--- src/rtl/bbr_pkg.sv ---
// Shared constants and types for the bit-test branch resolver.
// Assumes a 6-bit major opcode in the top bits of the instruction word.
package bbr_pkg;

    localparam int OPC_W = 6;

    // Opcode bit 3 selects "branch if set", bit 2 selects the upper half.
    localparam logic [OPC_W-1:0] OPC_CLR_LO = 6'h32;
    localparam logic [OPC_W-1:0] OPC_CLR_HI = 6'h36;
    localparam logic [OPC_W-1:0] OPC_SET_LO = 6'h3a;
    localparam logic [OPC_W-1:0] OPC_SET_HI = 6'h3e;

    typedef struct packed {
        logic is_bb;     // recognised bit-test branch
        logic want_set;  // branch when the bit is 1
        logic upper;     // bit index offset by half the register width
    } bb_kind_t;

endpackage

--- src/rtl/bbr_decode.sv ---
// Instruction decoder: classifies the word and slices out its fields.
// Assumes the instruction layout opcode[31:26], reg[25:21], bit[20:16], imm[15:0].
module bbr_decode
    import bbr_pkg::*;
#(
    parameter int ILEN = 32
) (
    input  logic [ILEN-1:0] instr,
    input  logic            ext_en,
    output bb_kind_t        kind,
    output logic            cop_fault,
    output logic            not_handled,
    output logic [4:0]      src_sel,
    output logic [4:0]      bit_field,
    output logic [15:0]     imm16
);

    localparam int OPC_LSB = ILEN - OPC_W;

    logic [OPC_W-1:0] opc;

    assign opc       = instr[ILEN-1:OPC_LSB];
    assign src_sel   = instr[25:21];
    assign bit_field = instr[20:16];
    assign imm16     = instr[15:0];

    // Map the major opcode to a branch kind or a coprocessor fault.
    always_comb begin
        kind      = '0;
        cop_fault = 1'b0;
        case (opc)
            OPC_CLR_LO, OPC_CLR_HI, OPC_SET_LO, OPC_SET_HI: begin
                if (ext_en) begin
                    kind.is_bb    = 1'b1;
                    kind.want_set = (opc == OPC_SET_LO) || (opc == OPC_SET_HI);
                    kind.upper    = (opc == OPC_CLR_HI) || (opc == OPC_SET_HI);
                end else begin
                    cop_fault = 1'b1;
                end
            end
            default: ;
        endcase
    end

    // Everything that is neither a branch here nor a fault goes elsewhere.
    assign not_handled = !kind.is_bb && !cop_fault;

endmodule

--- src/rtl/bbr_bit_test.sv ---
// Single-bit condition: picks one register bit and compares it to the wanted polarity.
// Assumes XLEN is twice 32 so the 5-bit field plus the half offset covers every bit.
module bbr_bit_test #(
    parameter int XLEN = 64
) (
    input  logic [XLEN-1:0] val,
    input  logic [4:0]      bit_field,
    input  logic            upper,
    input  logic            want_set,
    output logic            cond
);

    localparam int IDX_W = $clog2(XLEN);
    localparam int HALF  = XLEN / 2;

    logic [IDX_W-1:0] idx;
    logic [XLEN-1:0]  hit_vec;

    // Final bit index: field, plus half the width for the upper variants.
    always_comb begin
        idx = IDX_W'(bit_field) + (upper ? IDX_W'(HALF) : '0);
    end

    // One-hot select: each lane passes its bit only when it is the chosen one.
    for (genvar i = 0; i < XLEN; i++) begin : g_lane
        assign hit_vec[i] = (idx == IDX_W'(i)) && val[i];
    end

    assign cond = want_set ? (|hit_vec) : ~(|hit_vec);

endmodule

--- src/rtl/bbr_target.sv ---
// Branch target adder: pc + 4 + word offset taken from a signed 16-bit immediate.
// Assumes byte addressing and 4-byte instructions; the sum wraps modulo 2^XLEN.
module bbr_target #(
    parameter int XLEN = 64
) (
    input  logic [XLEN-1:0] pc,
    input  logic [15:0]     imm16,
    output logic [XLEN-1:0] target
);

    localparam int EXT_W = XLEN - 18;

    logic [XLEN-1:0] offs;

    // Sign-extend the immediate and scale it to bytes.
    always_comb begin
        offs   = {{EXT_W{imm16[15]}}, imm16, 2'b00};
        target = pc + XLEN'(4) + offs;
    end

endmodule

--- src/rtl/bbr_unit.sv ---
// Bit-test branch resolver top: decode, bit condition, target, one output register stage.
// Assumes src_val already holds the register named by src_sel in the same cycle.
module bbr_unit
    import bbr_pkg::*;
#(
    parameter int XLEN = 64,
    parameter int ILEN = 32
) (
    input  logic            clk,
    input  logic            rst_n,
    input  logic            ext_en,
    input  logic            in_valid,
    input  logic [ILEN-1:0] instr,
    input  logic [XLEN-1:0] pc,
    input  logic [XLEN-1:0] src_val,
    output logic [4:0]      src_sel,
    output logic            is_bitbr,
    output logic            taken,
    output logic [XLEN-1:0] target,
    output logic            cop_fault,
    output logic            not_handled,
    output logic            q_valid,
    output logic            q_bitbr,
    output logic            q_taken,
    output logic [XLEN-1:0] q_target,
    output logic            q_cop_fault
);

    bb_kind_t    kind;
    logic [4:0]  bit_field;
    logic [15:0] imm16;
    logic        cond;

    bbr_decode #(.ILEN(ILEN)) u_dec (
        .instr       (instr),
        .ext_en      (ext_en),
        .kind        (kind),
        .cop_fault   (cop_fault),
        .not_handled (not_handled),
        .src_sel     (src_sel),
        .bit_field   (bit_field),
        .imm16       (imm16)
    );

    bbr_bit_test #(.XLEN(XLEN)) u_bit (
        .val       (src_val),
        .bit_field (bit_field),
        .upper     (kind.upper),
        .want_set  (kind.want_set),
        .cond      (cond)
    );

    bbr_target #(.XLEN(XLEN)) u_tgt (
        .pc     (pc),
        .imm16  (imm16),
        .target (target)
    );

    assign is_bitbr = kind.is_bb;
    assign taken    = kind.is_bb && cond;

    // Output stage: capture results on valid input, hold them otherwise.
    always_ff @(posedge clk) begin
        if (!rst_n) begin
            q_valid     <= 1'b0;
            q_bitbr     <= 1'b0;
            q_taken     <= 1'b0;
            q_target    <= '0;
            q_cop_fault <= 1'b0;
        end else begin
            q_valid <= in_valid;
            if (in_valid) begin
                q_bitbr     <= is_bitbr;
                q_taken     <= taken;
                q_target    <= target;
                q_cop_fault <= cop_fault;
            end
        end
    end

endmodule

--- config.mk ---
export PLATFORM = sky130hd
export DESIGN_NAME = bbr_unit
export DESIGN_NICKNAME = d
export VERILOG_FILES = /design/src/rtl/bbr_pkg.sv /design/src/rtl/bbr_decode.sv /design/src/rtl/bbr_bit_test.sv /design/src/rtl/bbr_target.sv /design/src/rtl/bbr_unit.sv
export SDC_FILE = /design/constraint.sdc
export NUM_CORES = 1
export LEC_CHECK = 0
export ABC_AREA = 1
export BUFFER_PORTS_ARGS = -buffer_cell sky130_fd_sc_hd__buf_2
export CORE_MARGIN = 2
export CORE_UTILIZATION = 57
export CTS_CLUSTER_SIZE = 24
export DETAILED_ROUTE_END_ITERATION = 7
export PLACE_DENSITY_LB_ADDON = 0.05
export SLEW_MARGIN = 10
export SYNTH_ARGS = -nofsm -noshare
export SYNTH_HDL_FRONTEND = slang
export SYNTH_SLANG_ARGS = --single-unit
export TNS_END_PERCENT = 30
--- constraint.sdc ---
create_clock -name clk -period 6.4 [get_ports clk]
set_input_delay 1.28 -clock clk [delete_from_list [all_inputs] [get_ports clk]]
set_output_delay 1.28 -clock clk [all_outputs]
set_load 0.005 [all_outputs]
==> results of run 1 <==
## sequential cells by signal, summed over array words and instances (netlist names)
| name | flops |
|---|---|
| q_taken | 1 |
| q_cop_fault | 1 |
| q_bitbr | 1 |
| q_valid | 1 |
| q_target | 64 |
## metrics by stage
| stage | area [sq um] | hold WS, ns | setup WS, ns | util, % | std cells |
|---|---|---|---|---|---|
| final | 11030 | 0.4743 | 0.8797 | 70.22 | 2082 |
| after global routing | 11030 | 0.5142 | 0.7608 | 70.22 | 2082 |
| after CTS | 11030 | 0.4784 | 0.9518 | 70.22 | 2082 |
| after detailed placement | 10710 | 0.4608 | 0.9732 | 68.16 | 2066 |
| after global placement | 10710 | 0.4537 | 0.9317 | 68.16 | 2066 |
| after floorplan | 9086 | 0.4618 | 2.017 | - | 1580 |
## worst min path at each step
| stage | depth (start not counted) | from | endpoint |
|---|---|---|---|
| after floorplan | 2 | q_cop_fault$_SDFFE_PN0P_ | q_cop_fault$_SDFFE_PN0P_ |
| after global placement | 2 | q_cop_fault$_SDFFE_PN0P_ | q_cop_fault$_SDFFE_PN0P_ |
| after detailed placement | 2 | q_cop_fault$_SDFFE_PN0P_ | q_cop_fault$_SDFFE_PN0P_ |
| after CTS | 2 | q_cop_fault$_SDFFE_PN0P_ | q_cop_fault$_SDFFE_PN0P_ |
| after global routing | 2 | q_cop_fault$_SDFFE_PN0P_ | q_cop_fault$_SDFFE_PN0P_ |
| final | 2 | q_cop_fault$_SDFFE_PN0P_ | q_cop_fault$_SDFFE_PN0P_ |
## metal layers
metal	wire length, um	share of wire [%]	vias up	GRT usage [%]
li1	-	-	5604	-
met1	14660	40	5232	54.41
met2	15690	43	769	65.63
met3	4664	13	126	11.69
met4	1780	4.8	0	19.99
met5	0	0	-	0
## cell families (layout without fill, tap and decap cells)
family	after synthesis	after routing	synth area share, %
simple gates	872	872	40.55
buf+inv	281	567	12.13
compound gates	205	205	12.28
fa+ha+maj	122	122	16.88
flops	68	68	14.98
xor+xnor	32	32	3.167
## cell type report
class                      instances  area, sq um
clock buffer                       9        225.2
clock inverter                     7        97.59
fill                            1465         4679
inverter                         255        957.2
multi-input combinational       1231         6623
sequential                        68         1361
tap                              216        270.3
timing repair buffer             296         1499
## worst min-delay path: cells and delay by family, from the launching register on
kind,cells,cell delay [ns]
AOI/OAI and AO/OA,1,0.06
DFF,1,0.31
and+or+nand+nor,1,0.06
## report_power, final
part | switching (mW) | internal (mW) | leakage [nW]
Sequential | 0.0255 | 0.469 | 0.565
Clock | 0.209 | 0.343 | 0.152
Combinational | 0.736 | 0.395 | 5.84
## cell usage after synthesis, drive strengths merged
cell type and n:
a21boi 5, and3 2, o21a 3, nor4 3, clkinv 2, and2 1
nor3 11, nand4 20, o21bai 13, fa 1, o211ai 2, inv 253
a21oi 87, xor2 30, xnor2 2, nor2 294, nand3 128, nand2 413
ha 121, a21o 4, dlygate4sd3 1, buf 12, dfxtp 68, o21ai 91
clkbuf 13
==> impl_metrics.csv, run 1 <==
group,metric,value,unit
floorplanning,die-area,16970,sq um
timing,tns,0,ns
cts,root_buffer,"clkbuf_16",
global_routing,grt_overflow,0,
cts,cts_setup_buffers,0,
setup_path,crit_path_end,"target[40]",
setup_path,cpMaxStageDelayCell,"ha_1",
synthesis,synth.distinct_cells,38,
placement,gp_congestion,1.023,
setup_path,critPathMaxStageDelay,0.40,ns
global_routing,antenna_found_initial,0,
cts,cts-buffers-inserted,9,
drt,routed_wl,36790,um
floorplanning,die_height,130.3,um
cts,clock_latency,0.34,ns
setup_path,crit_buf_inv,4,
placement,dp_hpwl,30700,um
drt,firstDrtPassIters,8,
final_layout,final_cell_mix,"400 x nand2_1, 294 x buf_2, 276 x nor2_1, 243 x inv_1, 121 x ha_1",
cts,cts_resized,0,
power_and_ir_drop,leakagePower,6.559,nW
setup_path,r2r_cells,4,
timing,rsz0062_at_grt,"no",
floorplanning,num_rows,46,
cts,cts_sinks,68,
timing,setup_violations,0,
global_routing,grt_pass1_wl,54600,um
timing,fin_skew,0,ns
floorplanning,core_area,15710,sq um
drt,viasPerCell,5.634,
cts,h-tree-depth,3,
setup_path,r2r_slack,5.27,ns
setup_path,criticalPathCategory,"primary input to primary output",
timing,worst_pin_slew,1.148,ns
drt,first_iter_violations,1153,
cts,cts_max_path_buffers,2,
power_and_ir_drop,ir_worst_vdd,131.6,uV
run_status,status,"completed",
floorplanning,pin_count,305,
setup_path,start_kind,"primary input",
global_routing,grt_pass1_vias,10490,
setup_path,r2r_start,"q_target[28]$_SDFFE_PN0P_",
floorplanning,die_x,130.3,um
floorplanning,start_util,57.83,%
timing,fin_crit_sh,86.26,%
job,maxCapViolations,0,
min_path,hold_path_class,"flop to flop",
global_routing,track_usage,42.30,%
synthesis,yosys_warnings,0,
synthesis,yosys.area.top_type_share,16.66,%
setup_path,crit_path_start,"instr[15]",
final_layout,final_common_cell,"nand2_1",
power_and_ir_drop,total_power,2.178,mW
setup_path,crit_fanout,35,
setup_path,crit_required,5.12,ns
setup_path,cp_cell_sequence,"buf_2 -> buf_12 -> ha_1 -> ha_1 -> nand2_1 -> nor2_1 -> nand2_1 -> nor2_1 -> nand2_1 -> nand3_2 -> nand2_1 -> nand2_1 -> xor2_1 -> inv_1 -> buf_2",
global_routing,grt_max_degree,79,
timing,slew_viol_final,0,
synthesis,ys_ff_latch,68,
synthesis,avgSynthCellArea,5.751,sq um
synthesis,synth_top_cells_by_area,"ha_1 17%, nand2_1 17%, dfxtp_1 15%, nor2_1 11%, inv_1 10%",
synthesis,ys_seq_area_share,14.98,%
final_layout,drive_above_1_share,20.10,%
setup_path,cp.arrival,4.24,ns
cts,tritoncts,"done",
synthesis,synth_top_cell_by_area,"ha_1",
drt,vias,11730,
timing,fin_crit,5.520,ns
setup_path,end_kind,"primary output",
setup_path,r2r_end,"q_target[28]$_SDFFE_PN0P_",
drt,ant_nets,0,
timing,hold_viol,0,
synthesis,synth.cell_area,9086,sq um
synthesis,syn_inst,1580,
setup_path,cp_top_family,"simple AND/OR/NAND/NOR gates",
final_layout,diodes,0,
final_layout,final_nets,2147,
timing,maxSlewHeadroom,22.99,%
drt,wl_per_cell,17.67,um
setup_path,cp_common_cell,"nand2_1",
final_layout,area_growth_syn_to_layout,21.43,%
power_and_ir_drop,powerDensity,197.4,nW/um^2
cts,hold_buffers,0,
drt,drc_errors,0,
setup_path,worst-path-stages,15,
timing,fmax,181.1,MHz
placement,io_buffers,294,
cts,clk_pin_slew_worst_paths,0.06,ns
synthesis,synth_nets,1866,
(Power assumes the default switching activity.)
==> run 2: changes to the inputs <==
CORE_UTILIZATION = 58   (was 57)
CTS_BUF_LIST = sky130_fd_sc_hd__clkbuf_4   (was unset)
==> run 2 against run 1 <==
  * Sequential power barely moved
  * Flip-flop and latch count did not move
  * Combinational power barely moved
  * Largest power group unchanged
  * Clock skew did not move
  * Setup slack improved by 0.051 ns
  * Count of clock-buffer cells in the layout did not move
  * Cell count fell by 0.14%
  * Final area fell by 1.5%
  * First-iteration DRC count fell by 2.3%
  * Clock power fell by 38%
  * Global-route usage fell by 1.5 points
==> impl_metrics.csv, run 2 (synthesized netlist as in run 1, its figures left out) <==
group,metric,value,unit
drt,viasPerCell,5.565,
timing,fin_crit,5.469,ns
setup_path,r2r_cells,4,
placement,numPlacedInstances,2062,
timing,fin_crit_sh,85.45,%
placement,placed_area,10700,sq um
drt,wl_per_cell,16.74,um
setup_path,cpMaxStageDelayCell,"xor2_1",
cts,root_buffer,"clkbuf_4",
timing,fmax,182.8,MHz
setup_path,cp_cell_sequence,"buf_2 -> buf_4 -> ha_1 -> ha_1 -> nand2_1 -> nor2_1 -> inv_1 -> nor2_1 -> inv_1 -> nor2_2 -> nand2_1 -> nand2_1 -> xor2_1 -> inv_1 -> buf_2",
power_and_ir_drop,leakagePower,6.493,nW
global_routing,grt_max_degree,87,
timing,slew_viol_final,0,
power_and_ir_drop,total_power,1.948,mW
cts,hold_buffers,0,
setup_path,criticalPathCategory,"primary input to primary output",
global_routing,grt_overflow,0,
timing,setup_violations,0,
cts,tritoncts,"done",
floorplanning,core_area,15260,sq um
global_routing,antenna_found_initial,1,
final_layout,top_register,"q_target",
global_routing,grt_pass1_vias,10320,
setup_path,r2r_end,"q_target[28]$_SDFFE_PN0P_",
placement,gp_congestion,1.051,
power_and_ir_drop,ir_worst_vdd,131.1,uV
floorplanning,start_util,59.55,%
setup_path,crit_fanout,20,
timing,fin_skew,0,ns
final_layout,nFillCells,1415,
power_and_ir_drop,powerDensity,179.3,nW/um^2
timing,maxSlewHeadroom,28.96,%
final_layout,final_common_cell,"nand2_1",
floorplanning,die_height,129.2,um
cts,h-tree-depth,3,
setup_path,critPathMaxStageDelay,0.45,ns
final_layout,area_growth_syn_to_layout,19.61,%
cts,cts-buffers-inserted,9,
cts,clock_latency,0.45,ns
timing,worst_pin_slew,1.059,ns
cts,cts_sinks,68,
cts,clk_pin_slew_worst_paths,0.12,ns
min_path,min_path_cells,2,
placement,dp_hpwl,29920,um
drt,routed_wl,34800,um
setup_path,end_kind,"primary output",
setup_path,start_kind,"primary input",
final_layout,largest_reg_flops,64,
final_layout,final_util,71.23,%
placement,io_buffers,294,
setup_path,crit_required,5.12,ns
floorplanning,die_x,129.2,um
job,maxCapViolations,0,
drt,first_iter_violations,1126,
final_layout,drive_above_1_share,20.14,%
setup_path,cp_top_family,"buffers and inverters",
floorplanning,die-area,16680,sq um
cts,cts_setup_buffers,0,
min_path,hold_path_class,"flop to flop",
setup_path,r2r_start,"q_target[28]$_SDFFE_PN0P_",
floorplanning,num_rows,45,
setup_path,worst-path-stages,15,
final_layout,final_cell_mix,"400 x nand2_1, 294 x buf_2, 276 x nor2_1, 243 x inv_1, 121 x ha_1",
drt,ant_nets,0,
timing,tns,0,ns
setup_path,cp.arrival,4.19,ns
global_routing,grt_pass1_wl,52640,um
drt,drc_errors,0,
final_layout,finalNonFillerCells,2079,
final_layout,final_nets,2148,
min_path,hold_path.startpoint,"q_cop_fault$_SDFFE_PN0P_",
cts,cts_max_path_buffers,2,
global_routing,track_usage,40.84,%
final_layout,fin_area,10870,sq um
drt,vias,11570,
timing,hold_viol,0,
setup_path,crit_buf_inv,6,
setup_path,r2r_slack,5.18,ns
min_path,worstHoldEndpoint,"q_cop_fault$_SDFFE_PN0P_",
floorplanning,pin_count,305,
timing,rsz0062_at_grt,"no",
cts,cts_resized,0,
drt,firstDrtPassIters,6,
run_status,status,"completed",
## run 2: worst min-delay path, cell delays in order, from the launching register on
cell,delay [ns]
dfxtp_1,0.34
nand2_1,0.07
a21oi_1,0.06
## run 2: final cells by class
class | instances | area, sq um | share of cell area [%]
multi-input cells | 1231 | 6623 | 60.94
repair buffers | 297 | 1494 | 13.75
diodes | 1 | 2.502 | 0.02303
inverters | 255 | 957.2 | 8.807
well taps | 211 | 264.0 | 2.429
clock buffers | 9 | 67.56 | 0.6217
flip-flops and latches | 68 | 1361 | 12.53
clock inverters | 7 | 98.84 | 0.9095
## run 2: how the worst max path moves through the flow
stage	start	endpoint	slack [ns]
floorplan	instr[1]	target[33]	2.02
global placement	instr[15]	target[40]	1.06
detailed placement	instr[15]	target[40]	1.05
CTS	instr[15]	target[40]	1.02
global route	instr[15]	target[40]	0.69
finish	instr[15]	target[40]	0.93
## run 2: per-layer routing
metal / GRT usage, % / wire length (um) / part of all wire (%) / vias up
met5: 0 / 0 / 0 / -
met4: 18.29 / 1600 / 4.6 / 0
met3: 9.249 / 4160 / 12 / 117
met2: 63.99 / 14820 / 43 / 668
met1: 53.70 / 14210 / 41 / 5200
li1: - / - / - / 5585
## run 2: report_power, final
part	internal, mW	switching, mW
logic	0.393	0.722
registers	0.469	0.0230
clock network	0.160	0.181
## run 2: through the flow
step | hold WS [ns] | worst slack (ns)
global placement | 0.4495 | 1.055
detailed placement | 0.4686 | 1.046
CTS | 0.4977 | 1.022
global route | 0.5152 | 0.6910
floorplan | 0.4618 | 2.017
finish | 0.4994 | 0.9309
